[config.mk]
export PLATFORM = sky130hd
export DESIGN_NAME = pdh_freeze_unit
export DESIGN_NICKNAME = d
export VERILOG_FILES = /design/src/rtl/pdh_pkg.sv /design/src/rtl/pdh_sync.sv /design/src/rtl/pdh_keeper.sv /design/src/rtl/pdh_hold_core.sv /design/src/rtl/pdh_freeze_unit.sv
export SDC_FILE = /design/constraint.sdc
export NUM_CORES = 1
export LEC_CHECK = 0
export CORE_MARGIN = 4
export CORE_UTILIZATION = 50
export DETAILED_ROUTE_END_ITERATION = 10
export DONT_BUFFER_PORTS = 1
export GPL_TIMING_DRIVEN = 1
export HOLD_SLACK_MARGIN = 0.02
export PLACE_DENSITY = 0.68
export SETUP_SLACK_MARGIN = 0.2
export SYNTH_ARGS = -nofsm -noshare
export SYNTH_HDL_FRONTEND = slang
export SYNTH_SLANG_ARGS = --single-unit
export TNS_END_PERCENT = 1
[constraint.sdc]
create_clock -name clk -period 1.2 [get_ports clk]
set_input_delay 0.12 -clock clk [delete_from_list [all_inputs] [get_ports clk]]
set_output_delay 0.12 -clock clk [all_outputs]
set_load 0.02 [all_outputs]
[src/rtl/pdh_pkg.sv]
`timescale 1ns/1ps
package pdh_pkg;
   typedef enum logic {
      VIEW_CHANGE = 1'b0,
      VIEW_STATE  = 1'b1
   } view_e;

   localparam int unsigned PDH_MIN_STAGES = 2;
   localparam int unsigned PDH_MAX_STAGES = 8;
endpackage

[src/rtl/pdh_sync.sv]
`timescale 1ns/1ps
module pdh_sync #(
   parameter int unsigned STAGES = 2
) (
   input  logic clk,
   input  logic rst_n,
   input  logic async_in,
   output logic sync_out
);
   logic [STAGES-1:0] chain;

   generate
      for (genvar s = 0; s < STAGES; s++) begin : g_stage
         if (s == 0) begin : g_first
            always_ff @(posedge clk or negedge rst_n) begin
               if (!rst_n) chain[0] <= 1'b0;
               else        chain[0] <= async_in;
            end
         end else begin : g_next
            always_ff @(posedge clk or negedge rst_n) begin
               if (!rst_n) chain[s] <= 1'b0;
               else        chain[s] <= chain[s-1];
            end
         end
      end
   endgenerate

   assign sync_out = chain[STAGES-1];
endmodule

[src/rtl/pdh_keeper.sv]
`timescale 1ns/1ps
module pdh_keeper #(
   parameter int unsigned W         = 8,
   parameter bit          KEEPER_EN = 1'b1
) (
   input  logic         clk,
   input  logic         rst_n,
   input  logic         freeze,
   input  logic         keep_en,
   input  logic [W-1:0] din,
   input  logic [W-1:0] din_drv,
   output logic [W-1:0] eff_in,
   output logic [W-1:0] kept_lvl
);
   generate
      if (KEEPER_EN) begin : g_keep
         for (genvar i = 0; i < W; i++) begin : g_bit
            always_ff @(posedge clk or negedge rst_n) begin
               if (!rst_n)
                  kept_lvl[i] <= 1'b0;
               else if (!freeze && din_drv[i])
                  kept_lvl[i] <= din[i];
            end
            assign eff_in[i] = (keep_en && !din_drv[i]) ? kept_lvl[i] : din[i];
         end
      end else begin : g_pass
         logic unused_ok;
         assign unused_ok = &{1'b0, clk, rst_n, freeze, keep_en, din_drv};
         assign kept_lvl  = '0;
         assign eff_in    = din;
      end
   endgenerate
endmodule

[src/rtl/pdh_hold_core.sv]
`timescale 1ns/1ps
module pdh_hold_core
   import pdh_pkg::*;
#(
   parameter int unsigned W = 8
) (
   input  logic         clk,
   input  logic         rst_n,
   input  logic         freeze,
   input  logic [W-1:0] eff_in,
   input  logic [W-1:0] oe_req,
   input  logic [W-1:0] out_sel,
   output logic [W-1:0] pin_out,
   output logic [W-1:0] pin_oe
);
   logic [W-1:0] in_hold;
   logic [W-1:0] st_q;
   logic [W-1:0] oe_hold;

   always_ff @(posedge clk or negedge rst_n) begin
      if (!rst_n) begin
         in_hold <= '0;
         st_q    <= '0;
         oe_hold <= '0;
      end else if (!freeze) begin
         in_hold <= eff_in;
         st_q    <= in_hold;
         oe_hold <= oe_req;
      end
   end

   generate
      for (genvar i = 0; i < W; i++) begin : g_view
         always_comb begin
            if (view_e'(out_sel[i]) == VIEW_STATE) pin_out[i] = st_q[i];
            else                                   pin_out[i] = in_hold[i] ^ st_q[i];
         end
      end
   endgenerate

   assign pin_oe = oe_hold;
endmodule

[src/rtl/pdh_freeze_unit.sv]
`timescale 1ns/1ps
module pdh_freeze_unit
   import pdh_pkg::*;
#(
   parameter int unsigned W           = 8,
   parameter int unsigned SYNC_STAGES = 2,
   parameter bit          KEEPER_EN   = 1'b1
) (
   input  logic         clk,
   input  logic         rst_n,
   input  logic         pd_en,
   input  logic         keep_en,
   input  logic         pd_a,
   input  logic         pd_b,
   input  logic [W-1:0] din,
   input  logic [W-1:0] din_drv,
   input  logic [W-1:0] oe_req,
   input  logic [W-1:0] out_sel,
   output logic [W-1:0] pin_out,
   output logic [W-1:0] pin_oe,
   output logic         standby
);
   generate
      if (W < 1) begin : g_bad_w
         $error("pdh_freeze_unit: W must be at least 1");
      end
      if (SYNC_STAGES < PDH_MIN_STAGES || SYNC_STAGES > PDH_MAX_STAGES) begin : g_bad_s
         $error("pdh_freeze_unit: SYNC_STAGES out of range");
      end
   endgenerate

   logic         pd_req_raw;
   logic         frozen;
   logic [W-1:0] eff_in;
   logic [W-1:0] kept_lvl;

   assign pd_req_raw = pd_en & (pd_a | pd_b);

   pdh_sync #(.STAGES(SYNC_STAGES)) u_sync (
      .clk      (clk),
      .rst_n    (rst_n),
      .async_in (pd_req_raw),
      .sync_out (frozen)
   );

   pdh_keeper #(.W(W), .KEEPER_EN(KEEPER_EN)) u_keep (
      .clk      (clk),
      .rst_n    (rst_n),
      .freeze   (frozen),
      .keep_en  (keep_en),
      .din      (din),
      .din_drv  (din_drv),
      .eff_in   (eff_in),
      .kept_lvl (kept_lvl)
   );

   pdh_hold_core #(.W(W)) u_core (
      .clk     (clk),
      .rst_n   (rst_n),
      .freeze  (frozen),
      .eff_in  (eff_in),
      .oe_req  (oe_req),
      .out_sel (out_sel),
      .pin_out (pin_out),
      .pin_oe  (pin_oe)
   );

   assign standby = frozen;
endmodule

==> results by group <==
Clock tree
  • Clock buffer depth: 2
  • Clock root buffer: clkbuf_4
  • CTS tree: yes
  • TritonCTS Buffers: 5
  • Clk_lat worst skew: 0.33 ns
  • Htree depth: 2
  • CTS Sinks: 34
  • Clk slew on worst S/H paths: 0.10 ns

Job
  • Max cap viols: 0

Detailed routing
  • Routed vias: 1,167
  • Uppermost routed layer: met4
  • Met1 WL: 1358 um
  • Met2 WL post-DR: 1958 um
  • DRT antenna net count: 0
  • DRC: 0
  • DR WL met3: 293 um
  • 1st-iter DRT viols: 51
  • Detailed Routing Iterations Pass 1: 2
  • Routed len/inst: 16.20 um
  • Routed wire length: 3645 um
  • Via-per-instance ratio: 5.187

GRT
  • Total GRT Usage: 17.35%
  • Largest net degree at the start of global routing: 35
  • Global-route wire length before repair: 5733 um
  • Initial antenna violation count: 0
  • Vias in the first global route: 1,300
  • Total grt overflow: 0

Synth
  • Synth warn: 0
  • Synth Cell Area: 1769 sq um
  • Yosys cell types: 18
  • Syn Nets: 167
  • Share of the synthesized area in the top cell type: 48.09%
  • Synth area leader: dfrtp_1
  • Seq/Total Area, Yosys: 48.09%
  • Avg Inst Size Synth: 13.71 sq um
  • Synth area leaders: dfrtp_1, mux2_4, o311ai_2
  • Post-synthesis cell count: 129
  • Register bit count reported by yosys: 34

Status
  • Status: finished, violations left
  • Violated checks: negative setup slack

Cells and area
  • Reg area: 852.1 sq um
  • Layout cells sized above 1: 37.99%
  • Fillers: 235
  • Diodes inserted: 0
  • Multi-input gate area: 893.4 sq um
  • Core Util, Final: 70.99%
  • Fin area: 2406 sq um
  • Commonest non-fill, non-tap cell in the layout: dfrtp_1
  • Post-layout nets: 216
  • Commonest non-fill, non-tap cells in the layout: dfrtp_1, dlygate4sd3_1, mux2_4
  • Area grow syn2layout: 36.00%

Worst setup path
  • WP data required: 1.08 ns
  • CP Capture Type: primary output
  • Slowest stage delay, CP: 0.42 ns
  • Crit path max fanout: 3
  • Crit path arrival time: 1.11 ns
  • CP max-delay cell: dfrtp_1
  • Kind of critical path: reg2out
  • Crit-path cells: nand2b_1, xnor2_1, buf_4
  • Setup crit start kind: flop
  • Worst R2R Setup Slack: 0.01 ns

Floorplan
  • Die Y: 67.49 um
  • Initial Utilization: 52.20%
  • # rows: 21
  • CORE AREA: 3390 sq um
  • Die Wd: 67.49 um
  • # IOs: 55
  • DIE AREA: 4554 sq um

Placement
  • Routability cong.: 0.6145
  • Area after DPL: 1913 sq um
  • IO Port Bufs: 0
  • DP HPWL: 2210 um

STA
  • Final Cycle Share: 102.6%
  • Relative slew slack: 73.92%
  • Fmax: 812.0 MHz
  • Final hold viol count: 0
  • Fin Clk Skew: 0.006695 ns
  • Setup ws final: -0.03149 ns
  • Min Hold Slack: 0.03201 ns
  • Final Setup Violations: 8
  • RSZ-0062 raised after global routing: true
  • Final min period: 1.231 ns
  • Worst-Margin Slew: 0.3899 ns
  • Max-slew violation total from the final report: 0

Hold path
  • HP Class: in2reg

Power and ir drop
  • PwrDens: 1304 nW/um^2
  • VDD IR-drop max: 0.7729 mV
  • Lkg Pwr: 1.082 nW
[layer usage]
layer,track usage (%),up-vias
li1,-,547
met2,31.35,40
met5,0,-
met1,17.41,576
met4,6.582,0
met3,7.488,4
[final cells by class]
cell class	instances	area share (%)
multi-input combinational	81	37.13
sequential	34	35.41
inverter	8	1.248
tap	46	2.392
timing repair buffer	48	20.70
clock buffer	7	1.872
clock inverter	1	1.248
[flip-flops by register name, indices dropped and copies added, names as in the netlist]
register / cells
u_core.st_q: 8
u_keep.kept_lvl: 8
u_sync.chain: 1
u_core.in_hold: 8
u_sync.sync_out: 1
u_core.pin_oe: 8
[synthesized netlist by cell type]
library cell  count
dfrtp_1          34
mux2_4           16
nor2b_1          12
inv_1             8
nand2_1           8
nand2b_1          8
nand4bb_1         8
o311ai_2          8
xnor2_1           8
mux2_2            7
nor2b_2           4
buf_6             2
buf_12            1
buf_2             1
buf_4             1
buf_8             1
mux2_1            1
o21a_1            1
[metrics by stage]
step                TNS, ns  cells  power (W)  setup slack (ns)
floorplan                 0    129   0.001944           0.02522
global placement          0    183   0.002101           0.03253
detailed placement        0    183   0.002131          0.006636
CTS                 -0.3626    222   0.003126          -0.05430
global route         -1.000    225   0.003304           -0.1205
finish              -0.1487    225   0.003137          -0.03149
[worst max-delay path, delay by kind of cell, from the launching register on]
family	cells	cell delay, ns
xor+xnor	1	0.11
buf+inv	1	0.16
flops	1	0.42
simple gates	1	0.09
[worst paths after layout]
kind / depth (start not counted) / start / endpoint
min: 2 / din_drv[4] / u_core.in_hold[4]
max reg2reg: 3 / u_sync.sync_out / u_keep.kept_lvl[1]
max: 3 / u_core.in_hold[7] / pin_out[7]
min reg2reg: 0 / u_sync.chain[0] / u_sync.sync_out
max in group asynchronous: 2 / rst_n / u_sync.sync_out
min in group asynchronous: 2 / rst_n / u_core.pin_oe[3]
[repair_timing]
item | in CTS | in global routing
pin swaps | 10 | 3
buffers inserted | 4 | 2
endpoints found under the hold margin | 59 | 1
endpoints found under the setup margin | 41 | 41
gates resized for setup | 10 | 9
hold buffers | 27 | 1
[kinds of logic (layout without fill, tap and decap cells)]
family	Yosys count	count (layout)	share of synthesized area, %
xor gates and xnor gates	8	8	3.961
buffers and inverters	14	64	5.657
muxes	24	24	18.67
and+or+nand+nor	40	40	15.84
DFF	34	34	48.09
AOI/OAI and AO/OA	9	9	7.779
[power breakdown]
part	internal (W)	switching, W
registers	0.00130	0.000145
logic	0.000529	0.000341
clock network	0.000442	0.000379
Note: power is estimated with default switching activity, not from simulation.
